<file path="src/rtl/ptr_rf_pkg.sv">
package ptr_rf_pkg;

  localparam int unsigned BYTE_W = 8;

  typedef enum logic [1:0] {
    PSEL_NONE = 2'd0,
    PSEL_B    = 2'd1,
    PSEL_X    = 2'd2,
    PSEL_SP   = 2'd3
  } psel_e;

  typedef enum logic [1:0] {
    PMOD_NONE = 2'd0,
    PMOD_INC  = 2'd1,
    PMOD_DEC  = 2'd2,
    PMOD_RSV  = 2'd3
  } pmod_e;

  typedef enum logic [1:0] {
    BOP_NONE = 2'd0,
    BOP_SET  = 2'd1,
    BOP_CLR  = 2'd2,
    BOP_TEST = 2'd3
  } bop_e;

  // modulo-256 step of a pointer
  function automatic logic [BYTE_W-1:0] ptr_step(input logic [BYTE_W-1:0] v,
                                                 input logic [1:0] mode);
    logic [BYTE_W-1:0] r;
    case (mode)
      PMOD_INC: r = v + BYTE_W'(1);
      PMOD_DEC: r = v - BYTE_W'(1);
      default:  r = v;
    endcase
    return r;
  endfunction

  // replace one bit of a byte
  function automatic logic [BYTE_W-1:0] bit_put(input logic [BYTE_W-1:0] v,
                                                input logic [2:0] idx,
                                                input logic val);
    logic [BYTE_W-1:0] r;
    r = v;
    r[idx] = val;
    return r;
  endfunction

  // whether the pointer select maps to a given window slot
  function automatic logic sel_hits(input logic [1:0] sel, input int slot,
                                    input int b_slot, input int x_slot,
                                    input int sp_slot);
    logic r;
    case (sel)
      PSEL_B:  r = (slot == b_slot);
      PSEL_X:  r = (slot == x_slot);
      PSEL_SP: r = (slot == sp_slot);
      default: r = 1'b0;
    endcase
    return r;
  endfunction

endpackage

</file>
<file path="src/rtl/ptrrf_addr_dec.sv">
module ptrrf_addr_dec #(
  parameter int unsigned AW        = 8,
  parameter int unsigned LOW_BYTES = 112,
  parameter int unsigned WIN_BASE  = 240,
  parameter int unsigned WIN_SLOTS = 16,
  parameter int unsigned RSV_SLOT  = 15,
  localparam int unsigned LOW_IW   = $clog2(LOW_BYTES),
  localparam int unsigned WIN_IW   = $clog2(WIN_SLOTS)
) (
  input  logic [AW-1:0]     addr,
  output logic              low_hit,
  output logic [LOW_IW-1:0] low_idx,
  output logic              win_hit,
  output logic              rsv_hit,
  output logic [WIN_IW-1:0] win_idx
);

  logic        in_win;
  int unsigned a_int;

  always_comb begin
    a_int   = int'(addr);
    low_hit = (a_int < LOW_BYTES);
    low_idx = addr[LOW_IW-1:0];
    in_win  = (a_int >= WIN_BASE) && (a_int < WIN_BASE + WIN_SLOTS);
    win_idx = WIN_IW'(a_int - WIN_BASE);
    rsv_hit = in_win && (int'(win_idx) == RSV_SLOT);
    win_hit = in_win && !rsv_hit;
  end

endmodule

</file>
<file path="src/rtl/ptrrf_low_ram.sv">
module ptrrf_low_ram #(
  parameter int unsigned DW        = 8,
  parameter int unsigned LOW_BYTES = 112,
  localparam int unsigned LOW_IW   = $clog2(LOW_BYTES)
) (
  input  logic              clk,
  input  logic              we,
  input  logic [LOW_IW-1:0] idx,
  input  logic [DW-1:0]     wdata,
  output logic [DW-1:0]     rdata
);

  logic [DW-1:0] mem [LOW_BYTES];

  always_ff @(posedge clk) begin
    if (we && int'(idx) < LOW_BYTES) mem[idx] <= wdata;
  end

  assign rdata = (int'(idx) < LOW_BYTES) ? mem[idx] : '0;

endmodule

</file>
<file path="src/rtl/ptrrf_window.sv">
module ptrrf_window
  import ptr_rf_pkg::*;
#(
  parameter int unsigned WIN_SLOTS = 16,
  parameter int unsigned RSV_SLOT  = 15,
  parameter int unsigned X_SLOT    = 12,
  parameter int unsigned SP_SLOT   = 13,
  parameter int unsigned B_SLOT    = 14,
  parameter logic [7:0]  SP_RESET  = 8'h6F,
  localparam int unsigned WIN_IW   = $clog2(WIN_SLOTS)
) (
  input  logic              clk,
  input  logic              rst_n,
  input  logic              wr_en,
  input  logic [WIN_IW-1:0] wr_idx,
  input  logic [7:0]        wr_data,
  input  logic [WIN_IW-1:0] rd_idx,
  output logic [7:0]        rd_data,
  input  logic              dsz_en,
  input  logic [WIN_IW-1:0] dsz_idx,
  output logic [7:0]        dsz_cur,
  output logic              dsz_fire,
  input  logic [1:0]        ptr_sel,
  input  logic [1:0]        ptr_mod,
  output logic [7:0]        ptr_b,
  output logic [7:0]        ptr_x,
  output logic [7:0]        ptr_sp
);

  logic [WIN_SLOTS-1:0][7:0] slot_q;

  // a decrement that is not overridden by a write to the same slot
  assign dsz_fire = dsz_en && (int'(dsz_idx) != RSV_SLOT)
                    && !(wr_en && (wr_idx == dsz_idx));
  assign dsz_cur  = slot_q[dsz_idx];
  assign rd_data  = slot_q[rd_idx];

  for (genvar g = 0; g < WIN_SLOTS; g++) begin : g_slot
    if (g == RSV_SLOT) begin : g_rsv
      assign slot_q[g] = '0;
    end else begin : g_reg
      localparam logic [7:0] RST_VAL = (g == SP_SLOT) ? SP_RESET : 8'h00;
      logic [7:0] q;
      logic       wr_hit, dsz_hit, mod_hit;
      assign wr_hit  = wr_en && (int'(wr_idx) == g);
      assign dsz_hit = dsz_en && (int'(dsz_idx) == g);
      assign mod_hit = sel_hits(ptr_sel, g, B_SLOT, X_SLOT, SP_SLOT)
                       && (ptr_mod == PMOD_INC || ptr_mod == PMOD_DEC);
      always_ff @(posedge clk or negedge rst_n) begin
        if (!rst_n)       q <= RST_VAL;
        else if (wr_hit)  q <= wr_data;
        else if (dsz_hit) q <= q - 8'd1;
        else if (mod_hit) q <= ptr_step(q, ptr_mod);
      end
      assign slot_q[g] = q;
    end
  end

  assign ptr_b  = slot_q[B_SLOT];
  assign ptr_x  = slot_q[X_SLOT];
  assign ptr_sp = slot_q[SP_SLOT];

endmodule

</file>
<file path="src/rtl/dmem_ptr_regfile.sv">
module dmem_ptr_regfile
  import ptr_rf_pkg::*;
#(
  parameter int unsigned AW        = 8,
  parameter int unsigned LOW_BYTES = 112,
  parameter int unsigned WIN_BASE  = 240,
  parameter int unsigned WIN_SLOTS = 16,
  parameter int unsigned RSV_SLOT  = 15,
  parameter int unsigned X_SLOT    = 12,
  parameter int unsigned SP_SLOT   = 13,
  parameter int unsigned B_SLOT    = 14,
  parameter logic [7:0]  SP_RESET  = 8'h6F,
  localparam int unsigned LOW_IW   = $clog2(LOW_BYTES),
  localparam int unsigned WIN_IW   = $clog2(WIN_SLOTS)
) (
  input  logic              clk,
  input  logic              rst_n,
  input  logic [AW-1:0]     bus_addr,
  input  logic              bus_we,
  input  logic [7:0]        bus_wdata,
  output logic [7:0]        bus_rdata,
  input  logic [1:0]        bit_op,
  input  logic [2:0]        bit_idx,
  output logic              bit_val,
  input  logic [1:0]        ptr_sel,
  input  logic [1:0]        ptr_mod,
  input  logic              dsz_en,
  input  logic [WIN_IW-1:0] dsz_idx,
  output logic              skip_o,
  output logic [7:0]        ptr_b,
  output logic [7:0]        ptr_x,
  output logic [7:0]        ptr_sp
);

  logic              low_hit, win_hit, rsv_hit;
  logic [LOW_IW-1:0] low_idx;
  logic [WIN_IW-1:0] win_idx;
  logic [7:0]        low_rd, win_rd, cur_byte, wr_val;
  logic              bit_wr, wr_en_eff;
  logic [7:0]        dsz_cur;
  logic              dsz_fire;
  logic              skip_q;

  ptrrf_addr_dec #(
    .AW(AW), .LOW_BYTES(LOW_BYTES), .WIN_BASE(WIN_BASE),
    .WIN_SLOTS(WIN_SLOTS), .RSV_SLOT(RSV_SLOT)
  ) u_dec (
    .addr(bus_addr), .low_hit(low_hit), .low_idx(low_idx),
    .win_hit(win_hit), .rsv_hit(rsv_hit), .win_idx(win_idx)
  );

  // current byte at the bus address; unmapped and reserved read zero
  always_comb begin
    if (low_hit)      cur_byte = low_rd;
    else if (win_hit) cur_byte = win_rd;
    else              cur_byte = '0;
  end

  assign bit_wr    = (bit_op == BOP_SET) || (bit_op == BOP_CLR);
  assign wr_en_eff = bus_we || bit_wr;
  assign wr_val    = bus_we ? bus_wdata
                            : bit_put(cur_byte, bit_idx, bit_op == BOP_SET);

  ptrrf_low_ram #(.DW(8), .LOW_BYTES(LOW_BYTES)) u_ram (
    .clk(clk), .we(wr_en_eff && low_hit), .idx(low_idx),
    .wdata(wr_val), .rdata(low_rd)
  );

  ptrrf_window #(
    .WIN_SLOTS(WIN_SLOTS), .RSV_SLOT(RSV_SLOT), .X_SLOT(X_SLOT),
    .SP_SLOT(SP_SLOT), .B_SLOT(B_SLOT), .SP_RESET(SP_RESET)
  ) u_win (
    .clk(clk), .rst_n(rst_n),
    .wr_en(wr_en_eff && win_hit), .wr_idx(win_idx), .wr_data(wr_val),
    .rd_idx(win_idx), .rd_data(win_rd),
    .dsz_en(dsz_en), .dsz_idx(dsz_idx), .dsz_cur(dsz_cur), .dsz_fire(dsz_fire),
    .ptr_sel(ptr_sel), .ptr_mod(ptr_mod),
    .ptr_b(ptr_b), .ptr_x(ptr_x), .ptr_sp(ptr_sp)
  );

  always_ff @(posedge clk or negedge rst_n) begin
    if (!rst_n) skip_q <= 1'b0;
    else        skip_q <= dsz_fire && (dsz_cur == 8'd1);
  end

  assign skip_o    = skip_q;
  assign bus_rdata = cur_byte;
  assign bit_val   = (bit_op == BOP_TEST) && cur_byte[bit_idx];

endmodule

</file>
<file path="config.mk">
export PLATFORM = sky130hd
export DESIGN_NAME = dmem_ptr_regfile
export DESIGN_NICKNAME = d
export VERILOG_FILES = /design/src/rtl/ptr_rf_pkg.sv /design/src/rtl/ptrrf_addr_dec.sv /design/src/rtl/ptrrf_low_ram.sv /design/src/rtl/ptrrf_window.sv /design/src/rtl/dmem_ptr_regfile.sv
export SDC_FILE = /design/constraint.sdc
export NUM_CORES = 1
export LEC_CHECK = 0
export BUFFER_PORTS_ARGS = -buffer_cell sky130_fd_sc_hd__buf_4
export CELL_PAD_IN_SITES_DETAIL_PLACEMENT = 0
export CELL_PAD_IN_SITES_GLOBAL_PLACEMENT = 1
export CORE_AREA = 2 2 323 261
export CTS_CLUSTER_DIAMETER = 200
export DETAILED_ROUTE_END_ITERATION = 10
export DIE_AREA = 0 0 325 263
export PLACE_DENSITY = 0.78
export SETUP_SLACK_MARGIN = 0.3
export SLEW_MARGIN = 20
export SYNTH_ARGS = -nofsm -noshare
export SYNTH_HDL_FRONTEND = slang
export SYNTH_SLANG_ARGS = --single-unit
</file>
<file path="constraint.sdc">
create_clock -name clk -period 5 [get_ports clk]
set_input_delay 0.25 -clock clk [delete_from_list [all_inputs] [get_ports clk]]
set_output_delay 0.25 -clock clk [all_outputs]
set_load 0.005 [all_outputs]
</file>
==> qor.yml, run 1 <==
worst_setup_path_start_kind: "primary input"
cp_slowest_cell: "buf_8"
std_cell_rows: 94
crit_type: "in2out"
synth_seq_area_share_pct: 68.1
synth-edff-count: 896
crit_arrival_ps: 3890
die_h_um: 263
tightest_slew_ps: 1120
coreArea_um2: 82000
setup_viol: 0
cts_tree: "done"
critPathMaxFanout: 90
final_area_um2: 50100
cpMostUsedCell: "buf_4"
setup-tns-final_ps: 0
skew_ps: 30.8
dr_total_vias: 26400
synth_ff_type: "edfxtp_1"
areaGrowthSynthToFinish_pct: 14.0
dr.pass1.iters: 5
routed_wl_mm: 122
drive_gt1_share_pct: 24.0
grt_pass1_vias: 26000
die_width_um: 325
rsz0062_at_grt: "false"
p_leak_uw: 0.0174
vias_per_cell: 6.41
relSlewSlack_pct: 25.4
antenna_found_initial: 3
portBuffers: 66
cts_sinks: 1017
grt_max_degree: 113
crit_chain: "buf_8 > buf_4 > buf_4 > mux4_2 > mux2i_1 > o22ai_1 > a311oi_1 > a21oi_1 > buf_4 > o32ai_1 > a21o_1 > nor3_1 > buf_4"
cts_buffer_depth: 3
holdCritPathClass: "in2reg"
ys_warn_count: 0
synthArstFlopShare_pct: 11.9
initial_core_util_pct: 53.6
cts-htree-levels: 3
peakVddDrop_mv: 0.336
syn_nets: 2745
routedWlPerCell_um: 29.6
grt-ovfl-total: 0
placed_area_um2: 46900
dieArea_um2: 85500
period_needed_ps: 4140
path_clk_slew_ps: 70
fill_cells: 5974
powerDensity_nw_per_um2: 423
diodes: 0
finalWeightedCongestion: 0.915
synthCells: 2691
clock_latency_ps: 680
ys_ff_latch: 1017
root_buffer: "clkbuf_16"
timing.fmax_ghz: 0.242
grt_first_pass_wirelength_mm: 179
grtUsageTotal_pct: 28.6
power_uw: 21200
max_stage_delay_ps: 630
critPathRequiredTime_ps: 4750
cp-end-kind: "output port"
synth_top_cell_area_share_pct: 61.2
synthesis.area_um2: 44000
drc_errors: 0
hold_viol: 0
final_nets: 2981
status: "finished, final reports clean"
maxCapViolCount: 0
antenna_left: 0
drv_slew: 0
io_pins: 67
syn_area_per_cell_um2: 16.3
dr.first_iter.drc_count: 3589
synth.area.top_cells: "edfxtp_1 61%, mux4_2 10%, dfrtp_1 6.5%"
synth_common_cells: "896 x edfxtp_1, 300 x nor2_1, 196 x mux4_2"
hpwl_mm: 79.5
synthMostInstantiatedCell: "edfxtp_1"
finalCritPeriodShare_pct: 82.7
cts_buffers: 98
yosysTopAreaCell: "edfxtp_1"
synth.distinct_cells: 86
critical path, delay by kind of cell:
kind / cells / cell delay, ps
multiplexers: 2 / 690
AO/OA/AOI/OAI: 5 / 1090
buffers and inverters: 5 / 1670
AND/OR/NAND/NOR: 1 / 80
sequential cells by signal (all words and copies together) (netlist names):
name and cells:
u_win.ptr_sp 8, u_ram.mem 896, u_win.ptr_x 8, u_win.ptr_b 8, skip_o 1, u_win.g_slot.g_reg.q 96
metal layers:
metal	GRT usage, %	share of wire (%)	vias to the layer above
met5	0	0.019	-
met4	8.23	2.7	4
met3	7.85	11	210
met2	41.3	44	1477
met1	43.0	42	13600
li1	-	-	11100
final timing paths:
check	start	to	slack, ps	depth (start not counted)
max	bus_addr[1]	bit_val	860	13
min	dsz_idx[2]	skip_o	40	3
max reg2reg	u_win.ptr_sp[5]	u_ram.mem[6][5]	1430	9
min reg2reg	u_win.g_slot[3].g_reg.q[7]	u_win.g_slot[3].g_reg.q[7]	620	3
max in group asynchronous	rst_n	u_win.g_slot[8].g_reg.q[3]	3390	3
min in group asynchronous	rst_n	u_win.ptr_x[2]	190	2
logic make-up after synthesis:
| logic type | share of synthesized area, % |
|---|---|
| XOR/XNOR | 2.21 |
| multiplexers | 14.1 |
| flip-flops | 68.1 |
| adder cells (fa/ha/maj) | 0.598 |
| AND/OR/NAND/NOR | 6.49 |
| buffers and inverters | 2.43 |
| AO/OA/AOI/OAI | 6.08 |
timing repair:
item,CTS,global route
resized for setup,0,0
hold endpoints to repair,51,0
setup buffers,0,0
hold buffers,2,0
metrics by stage:
| step | util, % | hold WS, ps | instances | setup slack, ps |
|---|---|---|---|---|
| CTS | 61.1 | 8.16 | 4115 | 918 |
| detailed placement | 57.2 | 377 | 3928 | 640 |
| finish | 61.2 | 41.8 | 4116 | 864 |
| floorplan | - | -45.6 | 2691 | 783 |
| global placement | 57.2 | 368 | 3928 | 749 |
| global route | 61.2 | 59.7 | 4116 | 705 |
placed cells by master, fill, tap and decap left out, drive strengths merged, types with 21 or more instances in the layout:
| cell type | netlist | routed |
|---|---|---|
| edfxtp | 896 | 896 |
| a22oi | 23 | 23 |
| mux2 | 23 | 23 |
| o21ai | 23 | 23 |
| a211o | 22 | 22 |
| ha | 21 | 21 |
| xor2 | 54 | 54 |
| clkbuf | 55 | 114 |
| a21oi | 127 | 127 |
| mux2i | 118 | 118 |
| xnor2 | 57 | 57 |
| mux4 | 209 | 209 |
| a31oi | 24 | 24 |
| clkinv | 0 | 57 |
| dfrtp | 115 | 115 |
| nor2 | 300 | 300 |
| inv | 49 | 50 |
| nand3 | 40 | 40 |
| buf | 95 | 284 |
| nor3 | 42 | 42 |
| nand2 | 116 | 116 |
cell type report:
type,instances,area [µm²],share of cell area (%)
inverter,49,193,0.384
tap,1104,1380,2.76
clock buffer,114,2570,5.13
clock inverter,71,643,1.28
sequential,1017,29900,59.7
multi-input combinational,1475,13000,25.9
timing repair buffer,286,2390,4.77
power breakdown:
group	internal, µW	switching [µW]	total (µW)	leakage [µW]
Sequential	9850	821	10700	0.00960
Clock	4220	3200	7420	0.00158
Combinational	1340	1760	3100	0.00626
Total	15400	5780	21200	0.0174
No activity file was read; power rests on OpenSTA's default activity.
==> inputs of run 2 (changes only) <==
Settings changed: ABC_AREA from default to 1, CORE_AREA 2 2 323 261 to 2 2 351 283, DIE_AREA 0 0 325 263 to 0 0 353 285, PLACE_DENSITY 0.78 to 0.75.
Clock period 5 ns to 3.5 ns, I/O delays scaled along.
==> run 2 against run 1 <==
  * Routed wire length increased by 17%
  * Core utilization down 7.6 points
  * Register-to-register slack lost 510 ps
  * Synthesized cell count increased by 56%
  * Cell count is 43% higher
  * Sequential power grew 37%
  * Hold slack gained 31 ps
==> qor.yml, run 2 <==
status: "finished, final reports clean"
grt_pass1_vias: 30200  # +16%
dieArea_um2: 101000  # +18%
placed_area_um2: 48500  # +3.5%
antenna_found_initial: 2  # -1
crit_arrival_ps: 2930  # -960 ps
powerDensity_nw_per_um2: 590  # +39%
ys_ff_latch: 1017  # unchanged
holdCritPathClass: "in2reg"
use_met3_pct: 6.05  # -1.8 points
hpwl_mm: 92.7  # +17%
top_regs: "u_ram.mem (896), u_win.g_slot.g_reg.q (96)"
finalWeightedCongestion: 0.999  # +9.1%
final_cell_mix: "1,480 x nand2_1, 896 x edfxtp_1, 333 x buf_4, 309 x nor2_1, 201 x inv_1"
dr.first_iter.drc_count: 3957  # +10%
vias_per_cell: 5.61  # -13%
p_switching_uw: 8550  # +48%
cts_buffers: 101  # +3.1%
syn_nets: 4256  # +55%
critPathMaxFanout: 4  # -96%
p_int_uw: 22300  # +45%
crit_type: "reg2out"
ys_warn_count: 0  # unchanged
cts_tree: "done"
dr.pass1.iters: 6  # +1
relSlewSlack_pct: 25.3  # -0.087 points
areaGrowthSynthToFinish_pct: 17.8
largest_register_ffs: 896  # unchanged
cts_buffer_depth: 3  # unchanged
die_width_um: 353  # +8.6%
setup_viol: 0  # unchanged
synthCells: 4202  # +56%
grtUsageTotal_pct: 27.8  # -0.79 points
worst_setup_path_start_kind: "flip-flop"
antenna_left: 0  # unchanged
period_needed_ps: 3110
cts-htree-levels: 3  # unchanged
synth_common_cells: "1,487 x nand2_1, 896 x edfxtp_1, 320 x nor2_1"
finalCritPeriodShare_pct: 88.8
grt_max_degree: 77  # -32%
synth.distinct_cells: 42  # -51%
maxCapViolCount: 0  # unchanged
initial_core_util_pct: 45.4  # -8.2 points
synth_ff_type: "edfxtp_1"
layout_commonest_cell: "nand2_1"
synthMostInstantiatedCell: "nand2_1"
peakVddDrop_mv: 0.476  # +42%
routedWlPerCell_um: 24.2  # -18%
synth_seq_area_share_pct: 67.5  # -0.60 points
std_cell_rows: 103  # +9.6%
io_pins: 67  # unchanged
dr_total_vias: 33100  # +25%
tightest_slew_ps: 1120  # -0.116 ps
p_leak_uw: 0.0201  # +15%
syn_area_per_cell_um2: 10.6  # -35%
grt-ovfl-total: 0  # unchanged
synth.area.top_cells: "edfxtp_1 61%, nand2_1 13%, dfrtp_1 6.5%"
coreArea_um2: 97700  # +19%
final_area_um2: 52300  # +4.3%
yosysTopAreaCell: "edfxtp_1"
reg2reg_slack_ps: 920  # -510 ps
top_register: "u_ram.mem"
global_route.usage.met1_pct: 44.0  # +1.0 points
power.share.clock_pct: 37.8  # +2.8 points
drc_errors: 0  # unchanged
rsz0062_at_grt: "false"
busiest_layer: "met1"
timing.fmax_ghz: 0.322
pwr-share-seq_pct: 47.6  # -2.8 points
critPathRequiredTime_ps: 3320  # -1430 ps
cp-end-kind: "output port"
synthesis.area_um2: 44400  # +0.89%
final_nets: 4550  # +53%
portBuffers: 66  # unchanged
die_h_um: 285  # +8.4%
path_clk_slew_ps: 70  # about the same
synth-edff-count: 896  # unchanged
setup-tns-final_ps: 0  # unchanged
routed_wl_mm: 142  # +17%
grt_first_pass_wirelength_mm: 207  # +16%
hold_viol: 0  # unchanged
drive_gt1_share_pct: 13.1  # -11 points
share_comb_of_total_power_pct: 14.6  # about the same
skew_ps: 27.5  # -3.39 ps
swShare_pct: 27.7  # +0.44 points
root_buffer: "clkbuf_16"
diodes: 0  # unchanged
synthArstFlopShare_pct: 11.9  # unchanged
cts_sinks: 1017  # unchanged
clock_latency_ps: 710  # +30 ps
synth_top_cell_area_share_pct: 60.7  # -0.54 points
met2_usage_pct: 38.9  # -2.3 points
drv_slew: 0  # unchanged
## run 2: cell count changes after synthesis, moves of 23 or more
cell / delta
nand3_1: +125
a22oi_1: +79
nand4_1: +106
mux2_2: -23
o21ai_1: +70
xnor2_1: -51
inv_1: +157
mux2i_1: -114
mux4_2: -196
o22ai_1: +28
o21ai_0: +118
nand2_1: +1371
buf_2: +64
## run 2: cell families (layout without fill, tap and decap cells)
kind of cell	after synthesis	after routing	share of synthesized area, %
fa+ha+maj	21	21	0.592
compound gates	505	505	6.67
buf+inv	405	782	3.82
simple gates	2179	2179	19.9
xor+xnor	71	71	1.40
mux	4	4	0.0903
flops	1017	1017	67.5
## run 2: power groups by stage
stage	clock network [µW]	logic [µW]	registers, µW
after floorplan	0	2590	14700
after global placement	0	4370	14900
after detailed placement	0	4370	14900
after CTS	11800	4400	14600
after global routing	12200	4950	14700
final	11600	4500	14700
## run 2: final timing paths
kind                                            startpoint                end  cells past startpoint
worst max-delay path            u_win.g_slot[3].g_reg.q[6]            bit_val                     13
worst min-delay path                            dsz_idx[0]             skip_o                      4
worst max register to register            u_ram.mem[40][3]  u_ram.mem[108][3]                     13
worst min register to register              u_win.ptr_x[7]     u_win.ptr_x[7]                      2
max in group asynchronous                            rst_n    u_win.ptr_sp[0]                      3
min in group asynchronous                            rst_n     u_win.ptr_b[6]                      2
## run 2: per-layer routing
metal | vias to the layer above | share of wire, %
li1 | 15100 | -
met1 | 16200 | 46
met2 | 1578 | 41
met3 | 199 | 10
met4 | 0 | 2.3
met5 | - | 0
## run 2: per-stage QoR
step	cells	hold WS, ps	worst slack (ps)	power (µW)	utilization [%]
2_1_floorplan	4202	-121	609	17300	-
3_3_place_gp	5697	278	287	19300	49.7
3_5_place_dp	5697	280	258	19300	49.7
4_1_cts	5887	30.4	326	30800	53.4
5_1_grt	5891	81.2	293	31900	53.5
6_report	5891	72.3	391	30800	53.5
## run 2: area by class of cell
| type | count | area [µm²] |
|---|---|---|
| Clock buffer | 114 | 2620 |
| Clock inverter | 72 | 937 |
| Fill cell | 8576 | 45400 |
| Inverter | 215 | 815 |
| Multi-Input combinational cell | 2780 | 12900 |
| Sequential cell | 1017 | 29900 |
| Tap cell | 1312 | 1640 |
| Timing Repair Buffer | 381 | 3440 |
## run 2: critical path, cell delays in order, from the launching register on
cell and delay, ps:
dfrtp_1 440, inv_1 60, o21ai_1 260, o21ai_1 230, o2111ai_2 190, nand2_1 170, nand2_1 120, nand2_1 120
nand2_1 90, nand2_1 50, nor2_1 80, nand2_1 50, nor2_1 210, buf_4 160
## run 2: repair_timing
item | 4_1_cts | 5_1_grt
cloned | 0 | 2
gates resized for setup | 3 | 24
setup buffers | 0 | 2
hold buffers | 4 | 0
endpoints found under the hold margin | 59 | 0
setup endpoints to repair | 1 | 3
pin swaps | 0 | 1
